**src/rtl/ostmr_pkg.sv**
```systemverilog
package ostmr_pkg;
    localparam int CNT_W  = 32;
    localparam int NUM_CH = 4;
    localparam int IE_W   = 12;
    localparam int ADDR_W = 8;
    localparam int WD_CH  = NUM_CH - 1;

    localparam logic [ADDR_W-1:0] OFF_COUNT = 8'h10;
    localparam logic [ADDR_W-1:0] OFF_PEND  = 8'h14;
    localparam logic [ADDR_W-1:0] OFF_ARM   = 8'h18;
    localparam logic [ADDR_W-1:0] OFF_ENA   = 8'h1C;

    typedef struct packed {
        logic [NUM_CH-1:0] raw;
        logic [NUM_CH-1:0] gated;
    } hit_vec_t;

    function automatic logic [ADDR_W-1:0] cmp_off(input int idx);
        return ADDR_W'(4 * idx);
    endfunction
endpackage

```
**src/rtl/ostmr_counter.sv**
```systemverilog
module ostmr_counter
    import ostmr_pkg::*;
#(
    parameter int W = CNT_W
) (
    input  logic         clk,
    input  logic         rst,
    input  logic         tick,
    input  logic         load,
    input  logic [W-1:0] load_val,
    output logic [W-1:0] count,
    output logic [W-1:0] count_next,
    output logic         step
);
    assign step       = tick & ~load;
    assign count_next = count + W'(1);

    always_ff @(posedge clk) begin
        if (rst)       count <= '0;
        else if (load) count <= load_val;
        else if (tick) count <= count_next;
    end
endmodule

```
**src/rtl/ostmr_channel.sv**
```systemverilog
module ostmr_channel
    import ostmr_pkg::*;
#(
    parameter int W = CNT_W
) (
    input  logic         clk,
    input  logic         rst,
    input  logic         wr,
    input  logic [W-1:0] wval,
    input  logic         step,
    input  logic [W-1:0] count_next,
    input  logic         enable,
    output logic [W-1:0] cmp_val,
    output logic         raw_hit,
    output logic         hit
);
    always_ff @(posedge clk) begin
        if (rst)     cmp_val <= '0;
        else if (wr) cmp_val <= wval;
    end

    assign raw_hit = step & (count_next == cmp_val);
    assign hit     = raw_hit & enable;
endmodule

```
**src/rtl/os_match_timer.sv**
```systemverilog
module os_match_timer
    import ostmr_pkg::*;
(
    input  logic              clk,
    input  logic              rst,
    input  logic              tick,
    input  logic              wr_en,
    input  logic              rd_en,
    input  logic [ADDR_W-1:0] addr,
    input  logic [CNT_W-1:0]  wdata,
    output logic [CNT_W-1:0]  rdata,
    output logic              err,
    output logic [NUM_CH-1:0] irq,
    output logic              rst_req
);
    logic [CNT_W-1:0]  count, count_next;
    logic              step;
    logic [CNT_W-1:0]  cmp_val [NUM_CH];
    hit_vec_t          hits;
    logic [NUM_CH-1:0] pend_q;
    logic [IE_W-1:0]   ena_q;
    logic              arm_q;
    logic              fire;
    logic              wr_count, wr_pend, wr_arm, wr_ena;
    logic [CNT_W-1:0]  rd_val;
    logic              addr_ok;
    logic [NUM_CH-1:0] clr_mask;

    assign wr_count = wr_en & (addr == OFF_COUNT);
    assign wr_pend  = wr_en & (addr == OFF_PEND);
    assign wr_arm   = wr_en & (addr == OFF_ARM);
    assign wr_ena   = wr_en & (addr == OFF_ENA);

    ostmr_counter #(.W(CNT_W)) u_cnt (
        .clk(clk), .rst(rst), .tick(tick), .load(wr_count), .load_val(wdata),
        .count(count), .count_next(count_next), .step(step)
    );

    for (genvar k = 0; k < NUM_CH; k++) begin : g_ch
        ostmr_channel #(.W(CNT_W)) u_ch (
            .clk(clk), .rst(rst),
            .wr(wr_en & (addr == cmp_off(k))), .wval(wdata),
            .step(step), .count_next(count_next), .enable(ena_q[k]),
            .cmp_val(cmp_val[k]), .raw_hit(hits.raw[k]), .hit(hits.gated[k])
        );
    end

    assign clr_mask = wr_pend ? (wdata[NUM_CH-1:0] & pend_q) : '0;
    assign fire     = hits.raw[WD_CH] & arm_q;

    always_ff @(posedge clk) begin
        if (rst) begin
            pend_q  <= '0;
            ena_q   <= '0;
            arm_q   <= 1'b0;
            rst_req <= 1'b0;
        end else begin
            pend_q  <= (pend_q & ~clr_mask) | hits.gated;
            rst_req <= fire;
            if (wr_ena) ena_q <= wdata[IE_W-1:0];
            if (fire)        arm_q <= 1'b0;
            else if (wr_arm) arm_q <= wdata[0];
        end
    end

    assign irq = pend_q;

    always_comb begin
        rd_val  = '0;
        addr_ok = 1'b0;
        for (int k = 0; k < NUM_CH; k++) begin
            if (addr == cmp_off(k)) begin
                rd_val  = cmp_val[k];
                addr_ok = 1'b1;
            end
        end
        case (addr)
            OFF_COUNT: begin rd_val = count;                addr_ok = 1'b1; end
            OFF_PEND:  begin rd_val = CNT_W'(pend_q);       addr_ok = 1'b1; end
            OFF_ARM:   begin rd_val = CNT_W'(arm_q);        addr_ok = 1'b1; end
            OFF_ENA:   begin rd_val = CNT_W'(ena_q);        addr_ok = 1'b1; end
            default: ;
        endcase
    end

    always_ff @(posedge clk) begin
        if (rst) begin
            rdata <= '0;
            err   <= 1'b0;
        end else begin
            rdata <= rd_en ? rd_val : '0;
            err   <= (rd_en | wr_en) & ~addr_ok;
        end
    end
endmodule

```
**config.mk**
```make
export PLATFORM = sky130hd
export DESIGN_NAME = os_match_timer
export DESIGN_NICKNAME = d
export VERILOG_FILES = /design/src/rtl/ostmr_pkg.sv /design/src/rtl/ostmr_counter.sv /design/src/rtl/ostmr_channel.sv /design/src/rtl/os_match_timer.sv
export SDC_FILE = /design/constraint.sdc
export NUM_CORES = 1
export LEC_CHECK = 0
export ABC_AREA = 1
export BUFFER_PORTS_ARGS = -buffer_cell sky130_fd_sc_hd__buf_4
export CORE_UTILIZATION = 60
export CTS_CLUSTER_SIZE = 28
export DETAILED_ROUTE_END_ITERATION = 8
export MAX_ROUTING_LAYER = met4
export PLACE_DENSITY = 0.87
export SETUP_SLACK_MARGIN = 0.4
export SKIP_CTS_REPAIR_TIMING = 1
export SLEW_MARGIN = 20
export SYNTH_ARGS = -nofsm -noshare
export SYNTH_HDL_FRONTEND = slang
export SYNTH_SLANG_ARGS = --single-unit
export TNS_END_PERCENT = 50
```
**constraint.sdc**
```tcl
create_clock -name clk -period 2.5 [get_ports clk]
set_clock_uncertainty 0.2 [all_clocks]
set_input_delay 0.125 -clock clk [delete_from_list [all_inputs] [get_ports clk]]
set_output_delay 0.125 -clock clk [all_outputs]
set_load 0.005 [all_outputs]
```
# ---- After elaboration in Yosys (flattened, before gate mapping)
# Index checks and enable logic that the tools add are counted.
# W data, S select, Z words.
dict set report word_totals {
  register_bits 211
  inputBits 45
  output_inout_bits 38
  elab_cells 68
}
dict set report classes {
  n_addsub 1
  n_eq_ne 11
  n_mux 13
  bitwise_logic 27
  reduce_logical 5
}
# cell n
set ops {}
lappend ops {{$mux W32} 6}
lappend ops {{$eq A32 B32 Y1} 4}
lappend ops {{$pmux W32 S4} 1}
lappend ops {{$add A32 B1 Y32 const B} 1}
lappend ops {{$eq A8 B5 Y1 const B} 4}
lappend ops {{$and A1 B1 Y1} 19}
lappend ops {{$eq A8 B4 Y1 const B} 2}
lappend ops {{$and A4 B4 Y4} 2}
lappend ops {{$eq A8 B3 Y1 const B} 1}
lappend ops {{$logic_not A8 Y1} 1}
lappend ops {{$mux W1} 5}
lappend ops {{$mux W4} 1}
lappend ops {{$not A4 Y4} 1}
lappend ops {{$or A4 B4 Y4} 1}
lappend ops {{$reduce_or A2 Y1} 2}
lappend ops {{$reduce_or A4 Y1} 1}
lappend ops {{$not A1 Y1} 3}
lappend ops {{$reduce_bool A2 Y1} 1}
lappend ops {{$or A1 B1 Y1} 1}

# ---- Longest topological paths before layout
# Gate-level depths: netlist (run 1).
dict set report logic_depth {
  ltp_word 8
  mapped_depth 17
  ltp_nobuf 17
}

# ---- Modules after synthesis
# Synthesis (run 1) repeated with hierarchy kept, for this count alone.
dict set report hier_totals {
  hier_cells 1869
  hier_area_um2 12006.5
}
# mod instances cells_each area_per_inst_um2
set modules_own_cells {}
lappend modules_own_cells {ostmr_channel 4 260 1661.6}
lappend modules_own_cells {os_match_timer 1 481 3128.0}
lappend modules_own_cells {ostmr_counter 1 348 2232.1}

# ---- Worst setup path after synthesis (run 1)
# Ideal clock, no wire load.
dict set report synth_timing {
  path_kind {register -> register}
  from {register u_cnt.count[1]}
  to {register arm_q}
  arrival_time_ns 1.884
  required_time_ns 2.183
  setup_slack_ns 0.299
  stages_incl_launch_ff 16
  n_path_buf 0
  synth_period_minus_slack_ns 2.201
  cell_sequence {dfxtp_1 ha_1 nand2_1 nor2_8 nand2_4 nor2_8 nand2_1 nand2_1 nand2_2 nand2_1 nand2_1 nor2_1 nand2_1 nor2_1 nand4_1 nor2b_1}
}
dict set report synth_between {
  elab_chain_cells 5
}
# element line
set synth_rtl {}
lappend synth_rtl {{start: declaration} ostmr_counter.sv:11} ;# output logic [W-1:0] count,
lappend synth_rtl {{start signal: assignment} ostmr_counter.sv:20} ;# else if (load) count <= load_val;
lappend synth_rtl {{start signal: assignment} ostmr_counter.sv:21} ;# else if (tick) count <= count_next;
lappend synth_rtl {{$add A32 B1 Y32} ostmr_counter.sv:16} ;# assign count_next = count + W'(1);
lappend synth_rtl {{$eq A32 B32 Y1} ostmr_channel.sv:22} ;# assign raw_hit = step & (count_next == cmp_val);
lappend synth_rtl {{$and A1 B1 Y1} ostmr_channel.sv:22}
lappend synth_rtl {{$and A1 B1 Y1} os_match_timer.sv:49} ;# assign fire = hits.raw[WD_CH] & arm_q;
lappend synth_rtl {{$reduce_or A2 Y1 (no line)} n/a}
lappend synth_rtl {{end signal: assignment} os_match_timer.sv:62} ;# else if (wr_arm) arm_q <= wdata[0];
lappend synth_rtl {{end: declaration} os_match_timer.sv:22} ;# logic arm_q;
# Every way passes these cells.
# A chain may end at the register's enable or synchronous reset.

# ---- Worst setup path after layout (run 1)
dict set report layout_timing {
  from {register u_cnt.count[0]}
  to {register pend_q[1], in the netlist irq[1]}
}
dict set report layout_between {
  elab_chain_cells 5
}
# element line
set layout_rtl {}
lappend layout_rtl {{$add A32 B1 Y32} ostmr_counter.sv:16}
lappend layout_rtl {{$eq A32 B32 Y1} ostmr_channel.sv:22}
lappend layout_rtl {{$and A1 B1 Y1} ostmr_channel.sv:22}
lappend layout_rtl {{$and A1 B1 Y1} ostmr_channel.sv:23} ;# assign hit = raw_hit & enable;
lappend layout_rtl {{$or A4 B4 Y4} os_match_timer.sv:58} ;# pend_q <= (pend_q & ~clr_mask) | hits.gated;
lappend layout_rtl {{end signal: assignment} os_match_timer.sv:58}
lappend layout_rtl {{end: declaration} os_match_timer.sv:20} ;# logic [NUM_CH-1:0] pend_q;
# Every way passes these cells.

==> results of run 1 <==
==> metal layers <==
metal  global-route usage, %  share of wire [%]  vias up
met2                   74.50                 42     1240
met1                   61.44                 35     6491
met4                   23.57                7.7        0
met5                       -                  0        -
met3                   10.60                 14      373
li1                        -                  -     6326
==> kinds of logic (layout without fill, tap and decap cells) <==
kind of cell               after synthesis  in the layout
AOI/OAI and AO/OA                      408            408
xor gates and xnor gates                30             30
adders and majority gates                1              1
buffers and inverters                  275            509
DFF                                    211            211
other                                    0              1
and+or+nand+nor                        870            870
==> per-stage QoR <==
step / instance area (µm²) / utilization [%]
final: 15120 / 80.30
after global routing: 15120 / 80.30
after CTS: 14170 / 75.23
after detailed placement: 13410 / 71.19
after global placement: 13410 / 71.19
after floorplan: 11630 / -
==> flip-flops by register name (all words and copies together) (netlist names) <==
name and flops:
rdata 32, rst_req 1, arm_q 1, err 1, g_ch.u_ch.cmp_val 128, u_cnt.count 32
irq 4, ena_q 12
==> worst reg2reg max path, cell delays in order, from the launching register on <==
cell and delay, ns:
sky130_fd_sc_hd__dfxtp_4 0.39, sky130_fd_sc_hd__ha_4 0.18, sky130_fd_sc_hd__nand2_4 0.08, sky130_fd_sc_hd__nor2_8 0.21, sky130_fd_sc_hd__nand2_8 0.12, sky130_fd_sc_hd__nor2_8 0.13, sky130_fd_sc_hd__buf_12 0.12, sky130_fd_sc_hd__nand2_1 0.04
sky130_fd_sc_hd__nand2_1 0.08, sky130_fd_sc_hd__nand2_2 0.11, sky130_fd_sc_hd__nand2_1 0.07, sky130_fd_sc_hd__o21ai_0 0.07, sky130_fd_sc_hd__nor2_1 0.23, sky130_fd_sc_hd__nand2_1 0.16, sky130_fd_sc_hd__nor2_1 0.13, sky130_fd_sc_hd__nand3_1 0.10
sky130_fd_sc_hd__a21oi_2 0.13
==> power by group through the flow <==
stage / Combinational [mW] / Sequential [mW] / Clock, mW
finish: 0.426 / 3.38 / 3.48
detailed placement: 0.330 / 3.46 / 0
global placement: 0.322 / 3.46 / 0
global route: 0.439 / 3.38 / 3.58
floorplan: 0.165 / 3.45 / 0
CTS: 0.335 / 3.38 / 3.43
==> Yosys cell counts (all sizes together), types with 12 or more instances <==
master  instances
o22ai          22
inv           202
nand4          12
nand2         542
a211oi         33
a21oi         142
xor2           26
nor2          198
clkbuf         65
dfxtp         211
a221oi         18
nand3          95
o21ai         135
a31oi          36
==> final cells by class <==
class	count	area, µm²	area share, %
Clock buffer	34	686.9	4.543
Clock inverter	6	73.82	0.4882
Inverter	203	767.0	5.072
Multi-Input combinational cell	1309	6775	44.81
Antenna cell	1	2.502	0.01655
Timing Repair Buffer	266	2250	14.88
Sequential cell	211	4240	28.04
Tap cell	260	325.3	2.151
==> final timing paths <==
| path | slack [ns] | cells after the start | to |
|---|---|---|---|
| worst max-delay path | -0.11 | 16 | irq[1] |
| worst min-delay path | 0.02 | 5 | u_cnt.count[5] |
| worst max register to register | -0.11 | 16 | irq[1] |
| worst min register to register | 0.27 | 2 | ena_q[5] |
==> results.md, run 1 <==
- Status: finished, violations left
- Violations in the final reports: negative setup slack
- Placed wire-length estimate after detailed placement: 32,730 µm
- Wire length reported by the detailed router: 50,950 µm
- Starting Density: 61.55%
- CP Launch Type: register
- Cell types occupying the most area after synthesis: sky130_fd_sc_hd__dfxtp_1 (36%), sky130_fd_sc_hd__nand2_1 (17%), sky130_fd_sc_hd__inv_1 (6.3%)
- Largest vdd supply drop: 690.6 µV
- Sinks on the clock net: 211
- Net load switching power: 1.751 mW
- Pre-CTS setup slack: -0.2109 ns
- Arrival @ worst endpoint: 2.87 ns
- Final number of setup-violating endpoints: 5
- Number of DRC violations after detailed-routing iteration 0: 2,084
- Maximum clock rate: 383.5 MHz
- Signed area change from the synthesized netlist to the final layout: 30.47%
- Pre-antenna DRT Iters: 9
- Number of antenna violations at the first check in global routing: 1
- Reg-to-reg critical path startpoint: u_cnt.count[0]
- Area of the mapped netlist: 0.01159 mm²
- Worst setup path start: u_cnt.count[0]
- Flops & latches, synth: 211
- Hold Violations, Final: 0
- RSZ-0062 raised after global routing: yes
- Port Buffer Count: 82
- Start point of the worst min-delay path: tick
- Critical Setup Path Class: register to register
- Top delay family on crit path: simple AND/OR/NAND/NOR gates
- Crit share post-route: 104.3%
- Placer Congestion: 1.064
- Cell at the slowest stage of the critical path: sky130_fd_sc_hd__dfxtp_4
- Cell taking the most area after synthesis: sky130_fd_sc_hd__dfxtp_1
- Highest-count cells in the layout ignoring fill and taps: sky130_fd_sc_hd__nand2_1 (482), sky130_fd_sc_hd__buf_4 (208), sky130_fd_sc_hd__dfxtp_1 (202)
- Number of standard cells after synthesis: 1,795
- Worst hold slack across all endpoints: 0.02429 ns
- Average routed wire per standard cell: 22.25 µm
- Number of vias per cell: 6.301
- Max stage delay on crit path: 0.39 ns
- PnR worst setup slack: -0.1076 ns
- Row count: 50
- Post-layout minimum cycle time: 2.608 ns
- Fraction of registers with async set/reset: 0%
- EDFF count, synth: 0
- Total global routing overflow: 0
- Req. time, crit path: 2.77 ns
- Max_cap viols: 0
- Total via count after detailed routing: 14,430
- TritonCTS clock tree: yes
- CP Cell Sequence: ha_4, nand2_4, nor2_8, nand2_8, nor2_8, buf_12, nand2_1, nand2_1, nand2_2, nand2_1, o21ai_0, nor2_1, nand2_1, nor2_1, nand3_1, a21oi_2
- Full die area: 0.01988 mm²
- Sequential fraction of the synthesis area: 36.45%
- Cell occurring most often along the worst timing path: sky130_fd_sc_hd__nand2_1
- Final instance count without filler cells: 2,290
- Worst skew pair latency: 0.53 ns
- Simple-Gate Fraction of Synth Area: 31.78%
- Total power draw: 7.290 mW
- Compound-gate portion of the synthesized area: 20.37%
- Syn_nets: 1,841
- CP Max Fanout: 7
- Level count of the clock H-tree: 1
- Post-Syn Area per Cell: 6.457 µm²
- Rel. slew slack: 56.37%
- Clock network fraction of design power: 47.8%
- Min-Delay Path Class: primary input to register
- Synthesized-area fraction occupied by adder cells: 0.1080%
- Switching power share of the total: 24.02%
- Most common flop cell mapped by yosys: sky130_fd_sc_hd__dfxtp_1
- Number of unique standard cell types used by synthesis: 43
- Maximum buffer depth of the clock tree: 3
- Static leakage: 6.398 nW
- Global-route wire length before repair: 71,940 µm
- Die height: 141.0 µm
- Share of power burned in registers: 46.4%
- Worst Tran Pin Value: 0.6544 ns
- I/O pin total: 83
- Fin nets: 2,060
- Dpl cells: 2,196
- Share of final-layout standard cells stronger than drive strength 1: 20.35%
- Pwr dens: 482.1 mW/mm²
- Number of clock buffers inserted by TritonCTS: 23
- Clock-pin transition on the worst setup and hold timing paths: 0.07 ns
- Combinational family with the most area after synthesis: simple AND/OR/NAND/NOR gates
- Crit. End Element: register
- X dimension of the die: 141.0 µm
- Largest net degree at the start of global routing: 65
- Critical path buffer and inverter count: 1
- Relative contribution of combinational cells to total power: 5.8%
- Most common cell after layout, fill and taps aside: sky130_fd_sc_hd__nand2_1
- Final routed DRC violation total: 0
- Total Routing Usage GR: 48.86%
- Number of global-route vias before repair: 12,973
- Area share of xor/xnor cells in the synthesized design: 2.332%
- Post-detailed-route count of antenna-violating nets: 0
- Cell Int Power: 5.539 mW
- Area share of the leading cell type in the synthesized netlist: 36.45%
- Yosys warning count: 0
- Core Footprint: 0.01883 mm²
- Proportion of synthesized area in mux cells: 0%
- Setup TNS Final: -0.3744 ns
- Slew Limit Fails: 0
- Clock root cell: sky130_fd_sc_hd__clkbuf_16
- Number of fill cells: 1,271
Power figures use the tool's default switching activity.
==> run 2: changes to the inputs <==
CORE_UTILIZATION = 61   (was 60)
PLACE_DENSITY = 0.89   (was 0.87)
==> run 2 against run 1 <==
  * The run ends with negative hold slack, negative setup slack left
  * Critical path depth is the same
  * Final cell count fell by 0.66%
  * Routed wire length shrank 5.6%
  * Critical endpoint is now irq[3]
  * Cell area rose by 0.38%
  * Clock-buffer cell count down 4
  * Core utilization increased by 1.1 points
  * Worst setup slack got worse by 0.049 ns
==> results.md, run 2 (synthesized netlist as in run 1, its figures left out) <==
- Status: finished, violations left
- Violations in the final reports: negative hold slack, negative setup slack
- Crit share post-route: 106.3%
- Post-detailed-route count of antenna-violating nets: 0
- Worst Tran Pin Value: 0.6929 ns
- Average routed wire per standard cell: 21.13 µm
- CP Max Fanout: 6
- Maximum buffer depth of the clock tree: 3
- Largest vdd supply drop: 813.0 µV
- Port Buffer Count: 82
- Fin nets: 2,075
- Placed wire-length estimate after detailed placement: 32,930 µm
- Clock root cell: sky130_fd_sc_hd__clkbuf_16
- Crit. End Element: register
- Most common cell after layout, fill and taps aside: sky130_fd_sc_hd__nand2_1
- Register ranked first by flip-flop count: g_ch.u_ch.cmp_val
- Number of vias per cell: 6.228
- Min-Delay Path Class: primary input to register
- Pre-CTS setup slack: -0.3329 ns
- Starting Density: 62.17%
- Static leakage: 6.446 nW
- Worst skew pair latency: 0.52 ns
- Max stage delay on crit path: 0.39 ns
- Total global routing overflow: 0
- Pwr dens: 494.6 mW/mm²
- Wire length reported by the detailed router: 48,070 µm
- Placement Cell Area: 0.01341 mm²
- Global-route wire length before repair: 69,260 µm
- Largest net degree at the start of global routing: 59
- Full die area: 0.01956 mm²
- Row count: 50
- Pre-antenna DRT Iters: 7
- Layer with the highest usage after global routing: met2
- Arrival @ worst endpoint: 2.91 ns
- Critical Setup Path Class: register to register
- Hold Violations, Final: 1
- I/O pin total: 83
- Signed area change from the synthesized netlist to the final layout: 30.96%
- Clock-pin transition on the worst setup and hold timing paths: 0.07 ns
- GRT met3 Usage: 9.394%
- Number of clock buffers inserted by TritonCTS: 22
- X dimension of the die: 139.8 µm
- Final routed DRC violation total: 0
- Dpl cells: 2,181
- Fraction of the core area covered by cells at the end of the flow: 81.42%
- Flip-flop count of the largest register after layout: 128
- Cell occurring most often along the worst timing path: sky130_fd_sc_hd__nand2_1
- Highest-count cells in the layout ignoring fill and taps: sky130_fd_sc_hd__nand2_1 (478), sky130_fd_sc_hd__buf_4 (225), sky130_fd_sc_hd__dfxtp_1 (199)
- Share of final-layout standard cells stronger than drive strength 1: 21.36%
- Post-layout minimum cycle time: 2.656 ns
- Total power draw: 7.508 mW
- TritonCTS clock tree: yes
- Worst hold slack across all endpoints: -0.04639 ns
- Total via count after detailed routing: 14,168
- Number of global-route vias before repair: 12,837
- Largest registers ranked by flip-flop count: g_ch.u_ch.cmp_val (128), rdata (32), u_cnt.count (32)
- Total Routing Usage GR: 47.14%
- Core Footprint: 0.01864 mm²
- Met1 track demand over resource: 59.39%
- CP Cell Sequence: inv_4, nor2_4, nand2_4, nor2_4, buf_6, buf_4, nand2_1, nand2_2, nand2_4, nand2_1, nand2_1, nor2_1, nand2_2, nor2_2, nand4_1, a21oi_1
- Req. time, crit path: 2.75 ns
- Level count of the clock H-tree: 1
- Maximum clock rate: 376.5 MHz
- CP Launch Type: register
- GR met2 Demand/Resource: 71.53%
- Sinks on the clock net: 211
- Number of DRC violations after detailed-routing iteration 0: 1,802
- Number of antenna violations at the first check in global routing: 0
- Slew Limit Fails: 0
- Rel. slew slack: 53.81%
- PnR worst setup slack: -0.1563 ns
- RSZ-0062 raised after global routing: yes
- Final number of setup-violating endpoints: 6
- Antenna fix cells: 0
- Placer Congestion: 1.064
- Die height: 139.8 µm
- Max_cap viols: 0
- Cell at the slowest stage of the critical path: sky130_fd_sc_hd__dfxtp_4
- Post-Layout Inst Area: 0.01518 mm²
- Final instance count without filler cells: 2,275
run 2: area by class of cell:
type                            instances  area [µm²]
Multi-Input combinational cell       1309        6755
Clock inverter                          6       157.7
Sequential cell                       211        4244
Fill cell                            1267        3465
Inverter                              203       767.0
Clock buffer                           30       641.9
Timing Repair Buffer                  282        2320
Tap cell                              234       292.8
run 2: worst paths after layout:
check,slack [ns],from,cells after the start,to
worst min register to register,0.27,ena_q[11],2,ena_q[11]
worst max register to register,-0.16,u_cnt.count[0],16,irq[3]
worst max-delay path,-0.16,u_cnt.count[0],16,irq[3]
worst min-delay path,-0.05,addr[2],4,arm_q
run 2: worst max-delay path: cells and delay by family, from the launching register on:
family | cells | cell delay, ns
compound gates | 1 | 0.20
buf+inv | 3 | 0.29
flops | 1 | 0.39
simple gates | 12 | 1.49
run 2: metal layers:
| metal | up-vias | wire length [µm] |
|---|---|---|
| li1 | 6345 | - |
| met1 | 6382 | 17890 |
| met2 | 1142 | 20580 |
| met3 | 299 | 6394 |
| met4 | 0 | 3204 |
| met5 | - | 0 |
run 2: report_power, final:
group / switching (mW) / internal, mW
clock: 1.41 / 2.30
sequential: 0.0116 / 3.37
combinational: 0.259 / 0.161
run 2: through the flow:
stage / TNS, ns / hold WS (ns)
2_1_floorplan: 0 / 0.08994
3_3_place_gp: -0.6555 / 0.2139
3_5_place_dp: -1.022 / 0.2257
4_1_cts: -1.185 / -0.3107
5_1_grt: -1.077 / 0.003662
6_report: -0.5467 / -0.04639
